--- src/rtl/gpio_setclr_pkg.sv ---
package gpio_setclr_pkg;
  localparam int unsigned BUS_W  = 32;
  localparam int unsigned ADDR_W = 8;

  // offsets are the software contract; kept fixed
  localparam logic [ADDR_W-1:0] OFS_DOUT_SET = 8'h00;
  localparam logic [ADDR_W-1:0] OFS_DOUT_CLR = 8'h04;
  localparam logic [ADDR_W-1:0] OFS_DIR_SET  = 8'h10;
  localparam logic [ADDR_W-1:0] OFS_DIR_CLR  = 8'h14;
  localparam logic [ADDR_W-1:0] OFS_DIR_RD   = 8'h18;
  localparam logic [ADDR_W-1:0] OFS_FLT_SET  = 8'h60;
  localparam logic [ADDR_W-1:0] OFS_FLT_CLR  = 8'h64;
  localparam logic [ADDR_W-1:0] OFS_PIN_RD   = 8'h80;

  typedef enum logic [2:0] {
    WR_NONE,
    WR_DOUT_SET,
    WR_DOUT_CLR,
    WR_DIR_SET,
    WR_DIR_CLR,
    WR_FLT_SET,
    WR_FLT_CLR
  } wr_op_e;

  function automatic wr_op_e decode_wr(input logic [ADDR_W-1:0] a);
    case (a)
      OFS_DOUT_SET: decode_wr = WR_DOUT_SET;
      OFS_DOUT_CLR: decode_wr = WR_DOUT_CLR;
      OFS_DIR_SET:  decode_wr = WR_DIR_SET;
      OFS_DIR_CLR:  decode_wr = WR_DIR_CLR;
      OFS_FLT_SET:  decode_wr = WR_FLT_SET;
      OFS_FLT_CLR:  decode_wr = WR_FLT_CLR;
      default:      decode_wr = WR_NONE;
    endcase
  endfunction
endpackage

--- src/rtl/gpio_sync.sv ---
module gpio_sync #(
  parameter int unsigned W = 32
) (
  input  logic         clk_i,
  input  logic         rst_ni,
  input  logic [W-1:0] d_i,
  output logic [W-1:0] q_o
);
  logic [W-1:0] meta_q, sync_q;

  always_ff @(posedge clk_i or negedge rst_ni) begin
    if (!rst_ni) begin
      meta_q <= '0;
      sync_q <= '0;
    end else begin
      meta_q <= d_i;
      sync_q <= meta_q;
    end
  end

  assign q_o = sync_q;
endmodule

--- src/rtl/gpio_debounce.sv ---
module gpio_debounce #(
  parameter int unsigned W           = 32,
  parameter int unsigned DB_PRESCALE = 16,
  parameter int unsigned DB_COUNT    = 8
) (
  input  logic         clk_i,
  input  logic         rst_ni,
  input  logic [W-1:0] en_i,
  input  logic [W-1:0] lvl_i,
  output logic [W-1:0] lvl_o
);
  localparam int unsigned PRE_W = (DB_PRESCALE > 1) ? $clog2(DB_PRESCALE) : 1;
  localparam int unsigned CNT_W = (DB_COUNT > 1) ? $clog2(DB_COUNT) : 1;
  localparam logic [PRE_W-1:0] PRE_LAST = PRE_W'(DB_PRESCALE - 1);
  localparam logic [CNT_W-1:0] CNT_LAST = CNT_W'(DB_COUNT - 1);

  logic [PRE_W-1:0] pre_q;
  logic             tick;

  assign tick = (pre_q == PRE_LAST);

  always_ff @(posedge clk_i or negedge rst_ni) begin
    if (!rst_ni)   pre_q <= '0;
    else if (tick) pre_q <= '0;
    else           pre_q <= pre_q + 1'b1;
  end

  logic [W-1:0] filt_q;

  for (genvar i = 0; i < W; i++) begin : g_line
    logic [CNT_W-1:0] cnt_q;

    always_ff @(posedge clk_i or negedge rst_ni) begin
      if (!rst_ni) begin
        cnt_q     <= '0;
        filt_q[i] <= 1'b0;
      end else if (!en_i[i]) begin
        // track while bypassed so enabling causes no step
        cnt_q     <= '0;
        filt_q[i] <= lvl_i[i];
      end else if (lvl_i[i] == filt_q[i]) begin
        cnt_q <= '0;
      end else if (tick) begin
        if (cnt_q == CNT_LAST) begin
          cnt_q     <= '0;
          filt_q[i] <= lvl_i[i];
        end else begin
          cnt_q <= cnt_q + 1'b1;
        end
      end
    end

    assign lvl_o[i] = en_i[i] ? filt_q[i] : lvl_i[i];
  end
endmodule

--- src/rtl/gpio_regs.sv ---
module gpio_regs
  import gpio_setclr_pkg::*;
#(
  parameter int unsigned W = 32
) (
  input  logic              clk_i,
  input  logic              rst_ni,
  input  logic              req_i,
  input  logic              we_i,
  input  logic [ADDR_W-1:0] addr_i,
  input  logic [BUS_W-1:0]  wdata_i,
  output logic [BUS_W-1:0]  rdata_o,
  input  logic [W-1:0]      pin_lvl_i,
  output logic [W-1:0]      dout_o,
  output logic [W-1:0]      dir_o,
  output logic [W-1:0]      flt_en_o
);
  logic [W-1:0] dout_q, dir_q, flt_q;
  logic [W-1:0] wbits;
  wr_op_e       op;
  logic [BUS_W-1:0] rd_val;

  assign wbits = wdata_i[W-1:0];
  assign op    = (req_i && we_i) ? decode_wr(addr_i) : WR_NONE;

  always_ff @(posedge clk_i or negedge rst_ni) begin
    if (!rst_ni) begin
      dout_q <= '0;
      dir_q  <= '0;
      flt_q  <= '0;
    end else begin
      case (op)
        WR_DOUT_SET: dout_q <= dout_q | wbits;
        WR_DOUT_CLR: dout_q <= dout_q & ~wbits;
        WR_DIR_SET:  dir_q  <= dir_q | wbits;
        WR_DIR_CLR:  dir_q  <= dir_q & ~wbits;
        WR_FLT_SET:  flt_q  <= flt_q | wbits;
        WR_FLT_CLR:  flt_q  <= flt_q & ~wbits;
        default: ;
      endcase
    end
  end

  always_comb begin
    case (addr_i)
      OFS_DIR_RD: rd_val = BUS_W'(dir_q);
      OFS_PIN_RD: rd_val = BUS_W'(pin_lvl_i);
      default:    rd_val = '0;
    endcase
  end

  always_ff @(posedge clk_i or negedge rst_ni) begin
    if (!rst_ni)              rdata_o <= '0;
    else if (req_i && !we_i)  rdata_o <= rd_val;
  end

  assign dout_o   = dout_q;
  assign dir_o    = dir_q;
  assign flt_en_o = flt_q;
endmodule

--- src/rtl/gpio_setclr_port.sv ---
module gpio_setclr_port
  import gpio_setclr_pkg::*;
#(
  parameter int unsigned NUM_LINES   = 32,
  parameter int unsigned DB_PRESCALE = 16,
  parameter int unsigned DB_COUNT    = 8
) (
  input  logic                 clk_i,
  input  logic                 rst_ni,
  input  logic                 req_i,
  input  logic                 we_i,
  input  logic [ADDR_W-1:0]    addr_i,
  input  logic [BUS_W-1:0]     wdata_i,
  output logic [BUS_W-1:0]     rdata_o,
  input  logic [NUM_LINES-1:0] pad_in_i,
  output logic [NUM_LINES-1:0] pad_out_o,
  output logic [NUM_LINES-1:0] pad_oe_o
);
  logic [NUM_LINES-1:0] sync_lvl, filt_lvl, flt_en;

  gpio_sync #(.W(NUM_LINES)) u_sync (
    .clk_i  (clk_i),
    .rst_ni (rst_ni),
    .d_i    (pad_in_i),
    .q_o    (sync_lvl)
  );

  gpio_debounce #(
    .W           (NUM_LINES),
    .DB_PRESCALE (DB_PRESCALE),
    .DB_COUNT    (DB_COUNT)
  ) u_flt (
    .clk_i  (clk_i),
    .rst_ni (rst_ni),
    .en_i   (flt_en),
    .lvl_i  (sync_lvl),
    .lvl_o  (filt_lvl)
  );

  gpio_regs #(.W(NUM_LINES)) u_regs (
    .clk_i     (clk_i),
    .rst_ni    (rst_ni),
    .req_i     (req_i),
    .we_i      (we_i),
    .addr_i    (addr_i),
    .wdata_i   (wdata_i),
    .rdata_o   (rdata_o),
    .pin_lvl_i (filt_lvl),
    .dout_o    (pad_out_o),
    .dir_o     (pad_oe_o),
    .flt_en_o  (flt_en)
  );
endmodule

--- config.mk ---
export PLATFORM = sky130hd
export DESIGN_NAME = gpio_setclr_port
export DESIGN_NICKNAME = d
export VERILOG_FILES = /design/src/rtl/gpio_setclr_pkg.sv /design/src/rtl/gpio_sync.sv /design/src/rtl/gpio_debounce.sv /design/src/rtl/gpio_regs.sv /design/src/rtl/gpio_setclr_port.sv
export SDC_FILE = /design/constraint.sdc
export NUM_CORES = 1
export LEC_CHECK = 0
export BUFFER_PORTS_ARGS = -buffer_cell sky130_fd_sc_hd__buf_2
export CORE_MARGIN = 5
export CORE_UTILIZATION = 40
export CTS_CLUSTER_SIZE = 40
export DETAILED_ROUTE_END_ITERATION = 8
export PLACE_DENSITY = 0.62
export SETUP_SLACK_MARGIN = 0.4
export SLEW_MARGIN = 20
export SYNTH_ARGS = -nofsm -noshare
export SYNTH_HDL_FRONTEND = slang
export SYNTH_SLANG_ARGS = --single-unit
--- constraint.sdc ---
create_clock -name clk_i -period 2.2 [get_ports clk_i]
set_input_delay 0.22 -clock clk_i [delete_from_list [all_inputs] [get_ports clk_i]]
set_output_delay 0.22 -clock clk_i [all_outputs]
set_load 0.01 [all_outputs]
* Yosys cells after proc, flatten, opt, wreduce, memory -nomap -nowiden *
Cells that the tools add are included.
Widths: inputs -> output; s select.

storage, ports and cells
  register bits after elaboration = 324
  latch bits = 0
  bits in writable memories = 0
  ROM bits = 0
  bits of input ports = 76
  output and inout port bits = 96
  memories kept = 0

operators by class
  add/sub/neg operators = 33
  multiply operators = 0
  div/mod/pow operators = 0
  $lt $le $gt $ge = 0
  equal/unequal tests = 206
  shift-type cells = 0
  muxes and demuxes = 295
  bitwise operators = 7
  reductions and logical operators = 39

operators with widths
  operator             count
  $mux 3               129
  $pmux 32 s2          4
  $ne 2x2->1 const B   96
  $mux 1               160
  $eq 3x3->1 const B   35
  $add 3x1->3 const B  32
  $and 32x32->32       3
  $ne 3x3->1 const B   32
  $or 32x32->32        3
  $reduce_and 3->1     32
  $eq 1x1->1           32
  $not 32->32          1
  $eq 8x5->1 const B   3
  $pmux 3 s6           1
  $eq 8x7->1 const B   2
  $eq 8x3->1 const B   1
  $eq 8x8->1 const B   1
  $logic_not 8->1      1
  $eq 3x2->1 const B   2
  $reduce_bool 2->1    3
  $add 4x1->4 const B  1
  $eq 4x4->1 const B   1
  $mux 4               1
  $eq 3x1->1 const B   1
  2 further kinds      3

* Logic depth before layout (Yosys ltp) *
  word-level depth = 5
  gate-level depth with buffers = 7
  mapped depth without buffers = 4

* Modules after synthesis *
From an unflattened synthesis, not the netlist that was laid out.

unflattened totals
  cell total of the unflattened synthesis = 1,301
  area total of the unflattened synthesis = 14,805.4 µm²

by module, submodules not included
  module         instances  cells each  area each (µm²)  sequential area each (µm²)
  gpio_debounce  1          679         7,174.4          3,303.2
  gpio_regs      1          558         6,029.5          3,203.1
  gpio_sync      1          64          1,601.5          1,601.5

* Worst setup path before layout *
No wires, ideal clock.

  path kind = register to register
  start point = register u_flt.pre_q[0]
  end point = register u_flt.filt_q[10]
  setup time = 0.125 ns
  arrival time = 1.541 ns
  setup slack = 0.535 ns
  stages on the path, launching flop included = 7
  path buffers = 2
  period minus slack after synthesis = 1.665 ns
  path through = dfrtp_1 -> ha_1 -> and3_1 -> buf_2 -> buf_2 -> a21oi_1 -> mux2_2

between the ends
  cells in the longest elaborated chain, start to end = 3

RTL lines
  what                               line                 text
  from (decl)                        gpio_debounce.sv:17  logic [PRE_W-1:0] pre_q;
  from (signal assigned)             gpio_debounce.sv:25  else pre_q <= pre_q + 1'b1;
  $eq 4x4->1                         gpio_debounce.sv:20  assign tick = (pre_q == PRE_LAST);
  $ne 2x2->1 (no source line)        --
  $reduce_and 3->1 (no source line)  --
  to (signal, indexed assignment)    gpio_debounce.sv:40  filt_q[i] <= lvl_i[i];
  to (signal, indexed assignment)    gpio_debounce.sv:46  filt_q[i] <= lvl_i[i];
  to (decl)                          gpio_debounce.sv:28  logic [W-1:0] filt_q;

Every way passes these cells.
A chain may end at the register's enable or synchronous reset.

* Final worst setup path *
  start point = register u_flt.pre_q[0]
  end point = register u_flt.filt_q[7]

The elaborated chain is that of the path after synthesis.

==> summary.txt <==
GRT
  • Via count of the first global-routing pass: approximately 11000
  • GRT Util Overall: about 18%
  • Total global routing overflow: 0
  • Number of antenna violations at the first check in global routing: 0
  • Global-route wire length before repair: just under 60000 µm
  • Maximum number of pins on one net before global-route repair: slightly above 80

Placed design
  • Last weighted congestion value of the routability-driven placer: 0.810
  • Port-buffer cells: 171
  • Total half-perimeter wirelength after legalization and detailed placement: approximately 23000 µm

Logic synthesis
  • Multiplexer area fraction after synthesis: a little under a tenth
  • Synth cell types: 32
  • Synthesized instance count: around 1300
  • Area fraction in compound gates after synthesis: a little under a tenth
  • Average instance area after synthesis: ~11 µm²
  • Area share of the leading cell type in the synthesized netlist: between 50% and 60%
  • Largest family of logic cells by synthesized area: simple AND/OR/NAND/NOR gates
  • Fraction of synthesis flops using an asynchronous set or reset pin: 100%
  • Cell with the most instances after synthesis: sky130_fd_sc_hd__dfrtp_1
  • Number of register bits inferred by synthesis: ~320
  • Fraction of synthesized cell area in xor and xnor cells: between 2 and 2.5%
  • Area fraction in and, or, nand and nor cells after synthesis: 12.7%
  • Post-synthesis net count: about 1400
  • Leading cell types by total area after synthesis: sky130_fd_sc_hd__dfrtp_1, sky130_fd_sc_hd__mux2i_1, sky130_fd_sc_hd__ha_1
  • Area share of fa/ha/maj cells after synthesis: under 10%
  • Post-Synthesis Cell Area: 14300 µm²
  • Dominant cell type by area after synthesis: sky130_fd_sc_hd__dfrtp_1
  • Most instantiated flip-flop cell in the synthesis netlist: sky130_fd_sc_hd__dfrtp_1
  • Seq/Total Area, Yosys: 56.6%
  • Yosys warning total: 0
  • Count of flip-flops with a built-in enable after synthesis: 0
  • Synth top cells by count: sky130_fd_sc_hd__dfrtp_1, sky130_fd_sc_hd__nand2_1, sky130_fd_sc_hd__a21oi_1

Route
  • Drt pass-1 iters: 5
  • Aggregate routed wire length: about 36000 µm
  • Average vias per placed instance: 5.37
  • Post-DR wirelength/cell: 18.0 µm
  • Residual DRC count: 0
  • Violation count after the first detailed-routing iteration: between 700 and 800
  • Antenna-violating nets left: 0
  • Via count: between 10000 and 15000

Run
  • Number of max-cap violations: 0

Clocking
  • Htree depth: 2
  • Clock edge transition at the registers on the reported setup and hold paths: 0.06 ns
  • TritonCTS clock tree: built
  • Deepest clock path buffer count: 3
  • Total number of clock tree sinks: around 320
  • Root Buffer Master: sky130_fd_sc_hd__clkbuf_16
  • CTS Buf Count: 36
  • Latest clock arrival within the worst-skew pair: slightly above 0.5 ns

Timing
  • Setup-failing EPs final: 0
  • Setup Total Neg Slack: 0 ns
  • Relative slew margins: roughly two thirds
  • Transition time of the tightest slew-check pin: approximately 0.50 ns
  • Final Hold Fails: 0
  • Highest Clock Rate: a little under 600 MHz
  • Final critical-path share of the clock period: 77.0%
  • RSZ-0062 raised after global routing: no
  • Max Clock Skew: ~0.023 ns
  • Max Slew Vio Count: 0
  • Shortest clock period the worst path allows after layout: between 1.5 and 2 ns

Floorplanning
  • Placement row count: slightly below 70
  • Initial core utilization: ~40%
  • CORE AREA: ~35000 µm²
  • Die width: around 200 µm
  • Die Y-Extent: roughly 200 µm
  • Boundary Pins: ~170
  • Area enclosed by the die boundary: 39700 µm²

Power
  • Power after layout: roughly 0.014 W
  • Highest ir drop seen on vdd: 0.457 mV
  • Pleak: just over 9 nW
  • Power density over cell area: 818 nW/µm²

Critical path
  • Arrival time worst endpoint: roughly 2.1 ns
  • Worst-path fanout max: 31
  • Type of destination of the critical path: register
  • Endpoint required time on the critical path: ~2.6 ns
  • Kind of start point of the critical path: register
  • Critical path class: register to register
  • Crit path launch: u_flt.pre_q[0]
  • Source of the worst register-to-register timing path: u_flt.pre_q[0]

Layout
  • Count of antenna diodes in the layout: 0
  • Area growth, synth to finish: 23.4%
  • Final net count: 1655
  • Layout cells sized above 1: 19.5%

Hold path
  • Worst hold-check path type: primary input to asynchronous set/reset pin

Status
  • Status: finished, final reports clean
==> where the power goes <==
group | switching [W] | internal, W
Combinational | 0.000873 | 0.000649
Clock | 0.00241 | 0.00375
Sequential | 0.000373 | 0.00641
==> critical path, cell delays in order (launching register included) <==
cell,delay [ns]
sky130_fd_sc_hd__dfrtp_1,0.40
sky130_fd_sc_hd__ha_2,0.24
sky130_fd_sc_hd__and3_4,0.19
sky130_fd_sc_hd__buf_6,0.19
sky130_fd_sc_hd__a21oi_1,0.20
sky130_fd_sc_hd__mux2_2,0.35
==> layer usage <==
| layer | GRT usage (%) | up-vias | routed length (µm) |
|---|---|---|---|
| li1 | - | 5014 | - |
| met1 | 25.7 | 5365 | 16300 |
| met2 | 28.6 | 304 | 16900 |
| met3 | 3.24 | 69 | 1980 |
| met4 | 4.56 | 0 | 814 |
| met5 | 0 | - | 0 |
==> per-stage QoR <==
| step | instance area, µm² | hold WS, ns | utilization, % | setup WS (ns) | cells |
|---|---|---|---|---|---|
| floorplan | 14300 | -0.0756 | - | 0.535 | 1294 |
| global placement | 15800 | 0.154 | 44.4 | 0.401 | 1871 |
| detailed placement | 15800 | 0.152 | 44.4 | 0.352 | 1871 |
| CTS | 17600 | 0.197 | 49.7 | 0.428 | 2000 |
| global route | 17700 | 0.231 | 49.8 | 0.421 | 2001 |
| finish | 17700 | 0.203 | 49.8 | 0.505 | 2001 |
==> placed cells by master (no fill, tap or decap), types with 2 or more instances in the layout <==
| cell type | Yosys | layout |
|---|---|---|
| sky130_fd_sc_hd__dlygate4sd3_1 | 0 | 65 |
| sky130_fd_sc_hd__mux2i_1 | 96 | 96 |
| sky130_fd_sc_hd__nand2_1 | 215 | 215 |
| sky130_fd_sc_hd__a41oi_1 | 32 | 32 |
| sky130_fd_sc_hd__inv_6 | 0 | 3 |
| sky130_fd_sc_hd__xor2_1 | 33 | 33 |
| sky130_fd_sc_hd__buf_4 | 7 | 15 |
| sky130_fd_sc_hd__inv_1 | 65 | 65 |
| sky130_fd_sc_hd__dfrtp_1 | 324 | 324 |
| sky130_fd_sc_hd__mux2_2 | 32 | 32 |
| sky130_fd_sc_hd__o21ai_0 | 2 | 2 |
| sky130_fd_sc_hd__nand4_1 | 96 | 96 |
| sky130_fd_sc_hd__clkbuf_16 | 0 | 38 |
| sky130_fd_sc_hd__o211ai_1 | 32 | 32 |
| sky130_fd_sc_hd__and2_1 | 2 | 2 |
| sky130_fd_sc_hd__clkinv_2 | 0 | 5 |
| sky130_fd_sc_hd__buf_2 | 42 | 170 |
| sky130_fd_sc_hd__ha_1 | 65 | 64 |
| sky130_fd_sc_hd__clkbuf_8 | 0 | 9 |
| sky130_fd_sc_hd__or3_1 | 32 | 32 |
| sky130_fd_sc_hd__a21oi_1 | 161 | 160 |
| sky130_fd_sc_hd__buf_12 | 0 | 12 |
| sky130_fd_sc_hd__nand3b_1 | 9 | 9 |
| sky130_fd_sc_hd__bufinv_16 | 0 | 3 |
| sky130_fd_sc_hd__clkbuf_1 | 31 | 6 |
==> path summary, 6_finish.rpt <==
path | endpoint | cells past startpoint | slack, ns
worst min register to register | u_sync.q_o[26] | 0 | 0.35
worst max register to register | u_flt.filt_q[7] | 5 | 0.51
min in group clk_i | register | 3 | 0.29
worst min-delay path | asynchronous set/reset pin | 2 | 0.20
worst max-delay path | u_flt.filt_q[7] | 5 | 0.51
max in group asynchronous | u_sync.q_o[24] | 3 | 1.27
==> what timing repair did <==
action | in CTS | in global routing
gates cloned | 0 | 1
buffers inserted | 0 | 0
hold buffers | 65 | 0
hold endpoints to repair | 103 | 0
setup endpoints to repair | 30 | 17
resized for setup | 2 | 2
==> kinds of logic after synthesis <==
| group | count (synthesis) |
|---|---|
| XOR/XNOR | 33 |
| buffers and inverters | 148 |
| flip-flops | 324 |
| AO/OA/AOI/OAI | 227 |
| multiplexers | 128 |
| AND/OR/NAND/NOR | 369 |
| adder cells (fa/ha/maj) | 65 |
==> area by class of cell <==
cell class / instances / area, µm²
Sequential cell: 324 / 8110
Tap cell: 461 / 577
Clock buffer: 52 / 1070
Fill cell: 3146 / 17800
Timing Repair Buffer: 265 / 1910
Inverter: 65 / 244
Multi-Input combinational cell: 822 / 5630
Clock inverter: 12 / 149
Note: power is estimated with default switching activity, not from simulation.
